**src/rtl/itmr_pkg.sv**
```systemverilog
package itmr_pkg;

    typedef enum logic [1:0] {
        SEL_CTRL  = 2'd0,
        SEL_HOLD  = 2'd1,
        SEL_STAT  = 2'd2,
        SEL_COUNT = 2'd3
    } reg_sel_e;

    // control register layout, bit 0 = run, bit 1 = periodic, bit 2 = irq enable
    typedef struct packed {
        logic irq_en;
        logic periodic;
        logic run;
    } ctrl_t;

    localparam int CTRL_BITS = $bits(ctrl_t);

    function automatic ctrl_t to_ctrl(input logic [CTRL_BITS-1:0] raw);
        return ctrl_t'(raw);
    endfunction

endpackage

```
**src/rtl/itmr_regs.sv**
```systemverilog
module itmr_regs
    import itmr_pkg::*;
#(
    parameter int W = 16
) (
    input  logic         clk,
    input  logic         rst,
    input  logic         wr_en,
    input  logic [1:0]   wr_addr,
    input  logic [W-1:0] wr_data,
    input  logic [1:0]   rd_addr,
    input  logic [W-1:0] count,
    input  logic         armed,
    input  logic         flag,
    output ctrl_t        ctrl,
    output logic [W-1:0] hold,
    output logic         load,
    output logic         clr,
    output logic [W-1:0] rd_data
);
    localparam int PAD = W - CTRL_BITS;

    ctrl_t    ctrl_q;
    logic [W-1:0] hold_q;
    reg_sel_e wsel;
    reg_sel_e rsel;
    logic     hold_wr;

    assign wsel    = reg_sel_e'(wr_addr);
    assign rsel    = reg_sel_e'(rd_addr);
    assign hold_wr = wr_en && (wsel == SEL_HOLD);

    always_ff @(posedge clk) begin
        if (rst) begin
            ctrl_q <= '0;
            hold_q <= '0;
        end else if (wr_en) begin
            if (wsel == SEL_CTRL) ctrl_q <= to_ctrl(wr_data[CTRL_BITS-1:0]);
            if (wsel == SEL_HOLD) hold_q <= wr_data;
        end
    end

    // direct counter load: stopped timer or expired one-shot
    assign load = hold_wr && (!ctrl_q.run || (!ctrl_q.periodic && !armed));
    assign clr  = wr_en && (wsel == SEL_STAT) && wr_data[0];

    always_comb begin
        unique case (rsel)
            SEL_CTRL:  rd_data = {{PAD{1'b0}}, ctrl_q};
            SEL_HOLD:  rd_data = hold_q;
            SEL_STAT:  rd_data = {{(W-1){1'b0}}, flag};
            default:   rd_data = count;
        endcase
    end

    assign ctrl = ctrl_q;
    assign hold = hold_q;


    hold_load_chk: assert property (@(posedge clk) disable iff (rst)
        (hold_wr && !ctrl_q.run) |-> load);

endmodule

```
**src/rtl/itmr_counter.sv**
```systemverilog
module itmr_counter #(
    parameter int W = 16
) (
    input  logic         clk,
    input  logic         rst,
    input  logic         tick,
    input  logic         run,
    input  logic         periodic,
    input  logic [W-1:0] hold,
    input  logic         load,
    input  logic [W-1:0] load_val,
    output logic [W-1:0] count,
    output logic         armed,
    output logic         hit
);
    localparam logic [W-1:0] ONE = W'(1);

    logic [W-1:0] cnt_q, cnt_n;
    logic         arm_q, arm_n;
    logic         step;

    assign step = run && tick;

    always_comb begin
        cnt_n = cnt_q;
        arm_n = arm_q;
        hit   = 1'b0;
        if (load) begin
            cnt_n = load_val;
            arm_n = 1'b1;
        end else if (step && (periodic || arm_q)) begin
            if (cnt_q == ONE) begin
                hit   = 1'b1;
                cnt_n = periodic ? hold : '0;
                arm_n = periodic;
            end else begin
                cnt_n = cnt_q - ONE; // 0 wraps: zero means full range
            end
        end
    end

    always_ff @(posedge clk) begin
        if (rst) begin
            cnt_q <= '0;
            arm_q <= 1'b0;
        end else begin
            cnt_q <= cnt_n;
            arm_q <= arm_n;
        end
    end

    assign count = cnt_q;
    assign armed = arm_q;


    count_dec_chk: assert property (@(posedge clk) disable iff (rst)
        (!load && step && (periodic || arm_q) && cnt_q != ONE)
        |=> cnt_q == $past(cnt_q) - ONE);


    frozen_chk: assert property (@(posedge clk) disable iff (rst)
        (!load && !run) |=> $stable(cnt_q));


    oneshot_idle_chk: assert property (@(posedge clk) disable iff (rst)
        (!load && !periodic && !arm_q) |=> (cnt_q == $past(cnt_q)));


    reload_chk: assert property (@(posedge clk) disable iff (rst)
        (!load && step && periodic && cnt_q == ONE) |=> cnt_q == $past(hold));

endmodule

```
**src/rtl/itmr_event.sv**
```systemverilog
module itmr_event (
    input  logic clk,
    input  logic rst,
    input  logic hit,
    input  logic periodic,
    input  logic clr,
    input  logic irq_en,
    output logic flag,
    output logic irq,
    output logic sq_out
);
    logic flag_q;
    logic sq_q;

    always_ff @(posedge clk) begin
        if (rst) begin
            flag_q <= 1'b0;
            sq_q   <= 1'b0;
        end else begin
            if (hit)      flag_q <= 1'b1;
            else if (clr) flag_q <= 1'b0;
            if (hit && periodic) sq_q <= ~sq_q;
        end
    end

    assign flag   = flag_q;
    assign irq    = flag_q && irq_en;
    assign sq_out = sq_q;


    flag_set_chk: assert property (@(posedge clk) disable iff (rst)
        hit |=> flag_q);


    flag_sticky_chk: assert property (@(posedge clk) disable iff (rst)
        (flag_q && !clr) |=> flag_q);


    sq_toggle_chk: assert property (@(posedge clk) disable iff (rst)
        (hit && periodic) |=> sq_q != $past(sq_q));


    sq_hold_chk: assert property (@(posedge clk) disable iff (rst)
        !hit |=> $stable(sq_q));

endmodule

```
**src/rtl/interval_timer.sv**
```systemverilog
module interval_timer
    import itmr_pkg::*;
#(
    parameter int W = 16
) (
    input  logic         clk,
    input  logic         rst,
    input  logic         tick,
    input  logic         wr_en,
    input  logic [1:0]   wr_addr,
    input  logic [W-1:0] wr_data,
    input  logic [1:0]   rd_addr,
    output logic [W-1:0] rd_data,
    output logic         irq,
    output logic         sq_out
);
    ctrl_t        ctrl;
    logic [W-1:0] hold;
    logic [W-1:0] count;
    logic         load, clr, armed, hit, flag;

    itmr_regs #(.W(W)) u_regs (
        .clk(clk), .rst(rst), .wr_en(wr_en), .wr_addr(wr_addr),
        .wr_data(wr_data), .rd_addr(rd_addr), .count(count),
        .armed(armed), .flag(flag), .ctrl(ctrl), .hold(hold),
        .load(load), .clr(clr), .rd_data(rd_data)
    );

    itmr_counter #(.W(W)) u_cnt (
        .clk(clk), .rst(rst), .tick(tick), .run(ctrl.run),
        .periodic(ctrl.periodic), .hold(hold), .load(load),
        .load_val(wr_data), .count(count), .armed(armed), .hit(hit)
    );

    itmr_event u_evt (
        .clk(clk), .rst(rst), .hit(hit), .periodic(ctrl.periodic),
        .clr(clr), .irq_en(ctrl.irq_en), .flag(flag), .irq(irq),
        .sq_out(sq_out)
    );


    irq_mask_chk: assert property (@(posedge clk) disable iff (rst)
        (!ctrl.irq_en) |-> !irq);

endmodule

```
**config.mk**
```make
export PLATFORM = sky130hd
export DESIGN_NAME = interval_timer
export DESIGN_NICKNAME = d
export VERILOG_FILES = /design/src/rtl/itmr_pkg.sv /design/src/rtl/itmr_regs.sv /design/src/rtl/itmr_counter.sv /design/src/rtl/itmr_event.sv /design/src/rtl/interval_timer.sv
export SDC_FILE = /design/constraint.sdc
export NUM_CORES = 1
export LEC_CHECK = 0
export BUFFER_PORTS_ARGS = -buffer_cell sky130_fd_sc_hd__buf_2
export CORE_MARGIN = 4
export CORE_UTILIZATION = 50
export CTS_CLUSTER_SIZE = 16
export DETAILED_ROUTE_END_ITERATION = 8
export PLACE_DENSITY_LB_ADDON = 0.08
export SLEW_MARGIN = 20
export SYNTH_ARGS = -nofsm -noshare
export SYNTH_HDL_FRONTEND = slang
export SYNTH_SLANG_ARGS = --single-unit
```
**constraint.sdc**
```tcl
create_clock -name clk -period 2.9 [get_ports clk]
set_input_delay 0.87 -clock clk [delete_from_list [all_inputs] [get_ports clk]]
set_output_delay 0.87 -clock clk [all_outputs]
set_load 0.02 [all_outputs]
```
## Yosys cells after proc, flatten, opt, wreduce, memory -nomap -nowiden

Cells that the tools add are included.

- Bits in registers: 38
- Input bits: 24
- Word-level logic and storage cells: 50

- Add/sub/neg operators: 1
- Equal/unequal tests: 5
- Mux-type cells: 13
- Bitwise gates (word level): 1
- Reductions and logical operators: 22

Operators with widths:

| cell | count |
|---|---|
| 16-bit 2-to-1 mux | 4 |
| 16-bit one-hot mux with 3 select lines | 1 |
| 16-bit by 1-bit == test with 1-bit output (second input constant) | 1 |
| 16-bit by 1-bit subtractor with 16-bit output (second input constant) | 1 |
| 1-bit logical AND | 9 |
| 1-bit 2-to-1 mux | 8 |
| 2-bit AND reduction | 3 |
| 2-bit nonzero test | 3 |
| 2-bit by 1-bit == test with 1-bit output (second input constant) | 2 |
| 2-bit == test (second input constant) | 2 |
| 2-bit logical NOT | 2 |
| 1-bit logical NOT | 3 |
| 1-bit logical OR | 2 |
| 1-bit inverter | 1 |

## Depth between registers and ports, before layout

- Depth in word-level cells: 6
- Gate-level depth with buffers: 8

## Hierarchy

A second synthesis with hierarchy kept.

- Cell total of the unflattened synthesis: 305
- Area total of the unflattened synthesis: 2663.8 um2

By module, submodules not included:

| module | instances | cells an instance | area an instance (um2) |
|---|---|---|---|
| itmr_counter | 1 | 175 | 1395.1 |
| itmr_regs | 1 | 121 | 1181.1 |
| itmr_event | 1 | 9 | 87.6 |

## Worst setup path before layout

No wires, ideal clock.

- Path type: input to output
- Start: input rd_addr[1]
- End: output rd_data[10]
- Arrival time: 2100 ps
- Required time: 2030 ps
- Slack: -70 ps
- Cell stages on the path: 4
- Path buffers: 2
- Cells stage by stage: clkbuf_1 buf_1 mux2i_1 nor2b_1

- Word-level cells in the longest chain between the ends: 2
- Elaborated cells between the ends (all ways): 4
- Classes of those cells: 2 x eq/ne; 1 x mux; 1 x reduce/logical

RTL lines:

| item | line | RTL |
|---|---|---|
| from (decl) | interval_timer.sv:12 | `input logic [1:0] rd_addr,` |
| 2-bit == test (tied with other cells) | itmr_regs.sv:48 | `unique case (rsel)` |
| 16-bit one-hot mux with 3 select lines (*) | itmr_regs.sv:48 |  |
| to (decl) | interval_timer.sv:13 | `output logic [W-1:0] rd_data,` |

Every way passes the cells marked *; elsewhere a longest branch is shown, timed or not.

## Worst setup path after layout

- Start: input rd_addr[1]
- End: output rd_data[9]

Same word-level chain as after synthesis.

==> flow_summary_export.csv <==
group,metric,value,unit
status,status,"complete, no violations",
cts,tritoncts_clock_tree,"done",
global_route,number_of_antenna_violations_at_the_first_check_in_global_routing,0,
critical_path,cp_data_arrival_time,1720,ps
place,gpl.final_weighted_congestion,0.805,
drt,antenna_violating_nets_post_route,0,
critical_path,timing.critical_path.from_type,"input port",
sta,final-max-slew-violation-count,0,
pwr,pwr-share-clk,32.3,%
global_route,overflow,0,
pwr,combPwrFrac,20.3,%
synth,synth_area_per_cell,8.13,µm²
pwr,p_sw,343,µW
pwr,ir_worst_vdd,244,µV
synth,sequential_fraction_of_the_synthesis_area,32.6,%
synth,synth_enable_flop_cells,0,
sta,actual_slew_at_the_worst_max_slew_pin,773,ps
synth,post-synth-top-area-fraction,32.6,%
sta,tns,0,ps
pwr,swShare,29.0,%
drt,drc,0,
critical_path,timing.reg2reg.worst_path_depth,5,
floorplan,number_of_top_level_design_ports,42,
floorplan,die_area,5820,µm²
drt,detailedRoute.firstIterationViolations,111,
pwr,power_per_cell_area,442,nW/µm²
pwr,p_int,841,µW
synth,yosysUniqueCellTypes,55,
final_layout,insertedDiodeCount,0,
flow_run,maxCapViolations,0,
sta,max-slew-margin-rel,48.3,%
final_layout,post-route-util,60.3,%
sta,fmax,0.386,GHz
global_route,grt_pass1_vias,2101,
floorplan,die_height,76.3,µm
cts,htree_num_levels,2,
cts,postCtsSetupRepairBufs,0,
synth,yosys_warnings,0,
cts,clock_tree.root_cell,"sky130_fd_sc_hd__clkbuf_8",
critical_path,timing_worst_setup_path_type,"in2out",
cts,clock_path_buffers,2,
floorplan,coreArea,4440,µm²
cts,clk-insertion-delay-late,290,ps
global_route,grt_start_max_net_pins,39,
place,place.detailed.hpwl,4.35,mm
drt,via_per_inst,5.74,
sta,rsz_0062_raised_after_global_routing,"false",
floorplan,start_util,52.5,%
synth,synth-async-reset-ratio,0,%
sta,timing.final.hold_violations,0,
critical_path,path_max_fanout,11,
sta,time_the_final_worst_path_needs_with_i_o_delays_and_setup,2590,ps
drt,wl_per_cell,16.4,µm
synth,ys.flop_type,"sky130_fd_sc_hd__dfxtp_1",
cts,cts.sink_count,38,
global_route,grt.total_usage,21.6,%
cts,cts.clk_slew.worst_paths,70,ps
pwr,seqPwrFrac,47.3,%
cts,ctsResizeCount,0,
cts,cts_made_buffers,5,
global_route,grt_first_pass_wirelength,10.3,mm
sta,clock_skews,7.22,ps
synth,synth_seq_cells,38,
sta,setup-violations-final,0,
synth,synth_cells,287,
drt,route.final.wire_length,6.18,mm
critical_path,cp-end-kind,"output port",
floorplan,num_rows,24,
synth,netlist_top_cells_area,"sky130_fd_sc_hd__dfxtp_1 (33%), sky130_fd_sc_hd__mux2i_1 (9.0%), sky130_fd_sc_hd__nand2_1 (8.0%), sky130_fd_sc_hd__a21oi_1 (6.2%), sky130_fd_sc_hd__nor2b_1 (3.5%)",
pwr,power_leakage,0.00108,µW
floorplan,die_x,76.3,µm
drt,num_vias,2160,
sta,min_period_over_period,89.2,%
final_layout,syn2layout_area_growth,14.9,%
synth,synth_nets,313,
final_layout,numnets_final,349,
synth,post_synth_instance_area,2330,µm²
synth,yosysTopAreaCell,"sky130_fd_sc_hd__dfxtp_1",
hold_path,min_path_cells,2,
final_layout,ratio_of_cells_with_drive_above_1_in_the_final_layout,24.1,%
drt,tritonroute_pass_1_iters,4,
cts,hold_buffers,0,
place,port_buffers,41,
critical_path,critPathRequiredTime,2030,ps
hold_path,hold_class,"reg2reg",
-- cell usage after synthesis (4+ instances only) --
cell                        n
sky130_fd_sc_hd__clkbuf_1  15
sky130_fd_sc_hd__dfxtp_1   38
sky130_fd_sc_hd__and2_1     4
sky130_fd_sc_hd__o21ai_0    6
sky130_fd_sc_hd__or4_4      4
sky130_fd_sc_hd__nor2b_1   13
sky130_fd_sc_hd__xnor2_1    8
sky130_fd_sc_hd__nand2_1   50
sky130_fd_sc_hd__mux2i_1   21
sky130_fd_sc_hd__nor3_1     6
sky130_fd_sc_hd__nor2_1    12
sky130_fd_sc_hd__inv_1      6
sky130_fd_sc_hd__a21oi_1   29
sky130_fd_sc_hd__a221o_1    8
sky130_fd_sc_hd__nand3_1   11
-- power groups by stage --
stage | Sequential (µW) | Clock (µW) | Combinational [µW]
floorplan | 564 | 0 | 186
global placement | 571 | 0 | 238
detailed placement | 572 | 0 | 240
CTS | 560 | 393 | 241
global route | 563 | 423 | 264
finish | 560 | 383 | 241
-- flip-flops by register name (all words and copies together) (netlist names) --
signal,cells
u_cnt.armed,1
u_regs.ctrl,3
u_evt.sq_out,1
u_cnt.count,16
u_regs.hold,16
u_evt.flag,1
-- through the flow --
stage | instances | worst slack [ps] | area (µm²) | power, µW | hold slack [ps]
after detailed placement | 368 | 321 | 2590 | 812 | 471
after global placement | 368 | 326 | 2590 | 809 | 462
final | 376 | 312 | 2680 | 1180 | 477
after global routing | 376 | 240 | 2680 | 1250 | 505
after CTS | 376 | 322 | 2680 | 1190 | 481
after floorplan | 287 | 67.9 | 2330 | 750 | 444
-- worst paths after layout --
| check | from | to | slack [ps] |
|---|---|---|---|
| min | u_regs.hold[6] | u_regs.hold[6] | 480 |
| max | rd_addr[1] | rd_data[9] | 310 |
| min reg2reg | u_regs.hold[6] | u_regs.hold[6] | 480 |
| max reg2reg | u_cnt.count[3] | u_cnt.count[11] | 360 |
-- cells in the final DEF (no fill, tap or decap), types with 2 or more instances in the layout --
| cell | Yosys | routed |
|---|---|---|
| sky130_fd_sc_hd__clkbuf_8 | 0 | 6 |
| sky130_fd_sc_hd__dfxtp_1 | 38 | 38 |
| sky130_fd_sc_hd__nand3b_1 | 3 | 3 |
| sky130_fd_sc_hd__nand2_1 | 50 | 50 |
| sky130_fd_sc_hd__or3_1 | 2 | 2 |
| sky130_fd_sc_hd__inv_1 | 6 | 6 |
| sky130_fd_sc_hd__nor4_1 | 2 | 2 |
| sky130_fd_sc_hd__nor2b_1 | 13 | 13 |
| sky130_fd_sc_hd__nor2_1 | 12 | 12 |
| sky130_fd_sc_hd__nor3_2 | 3 | 3 |
| sky130_fd_sc_hd__nand3_1 | 11 | 11 |
| sky130_fd_sc_hd__ha_1 | 2 | 2 |
| sky130_fd_sc_hd__and2_1 | 4 | 4 |
| sky130_fd_sc_hd__xor2_1 | 3 | 3 |
| sky130_fd_sc_hd__nor3_1 | 6 | 6 |
| sky130_fd_sc_hd__mux2i_1 | 21 | 21 |
| sky130_fd_sc_hd__a21oi_1 | 29 | 29 |
| sky130_fd_sc_hd__or4_4 | 4 | 4 |
| sky130_fd_sc_hd__a221oi_1 | 2 | 2 |
| sky130_fd_sc_hd__o211ai_1 | 2 | 2 |
| sky130_fd_sc_hd__buf_2 | 3 | 41 |
| sky130_fd_sc_hd__xnor2_1 | 8 | 8 |
| sky130_fd_sc_hd__buf_4 | 0 | 9 |
| sky130_fd_sc_hd__o21ai_0 | 6 | 6 |
| sky130_fd_sc_hd__a221o_1 | 8 | 8 |
| sky130_fd_sc_hd__and3_1 | 2 | 2 |
-- area by class of cell --
cell class	count	area, µm²
Clock buffer	7	86.3
Inverter	7	26.3
Multi-Input combinational cell	220	1440
Clock inverter	1	5.00
Sequential cell	38	761
Timing Repair Buffer	51	293
Fill cell	437	1760
Tap cell	52	65.1
-- critical path, stage by stage --
cell	delay, ps
sky130_fd_sc_hd__buf_2	220
sky130_fd_sc_hd__buf_12	190
sky130_fd_sc_hd__mux2i_1	210
sky130_fd_sc_hd__nor2b_1	70
sky130_fd_sc_hd__buf_2	160
-- kinds of logic after synthesis --
group	synth area share (%)
compound gates	17.1
xor+xnor	4.13
fa+ha+maj	1.07
buf+inv	5.47
flops	32.6
mux	9.98
simple gates	29.6
-- layer usage --
layer	routed length (µm)	track usage (%)	vias to the layer above
met5	0	0	-
met4	65	5.43	0
met3	289	4.73	6
met2	2840	35.0	45
met1	2980	29.0	1021
li1	-	-	1088
Power figures use the tool's default switching activity.
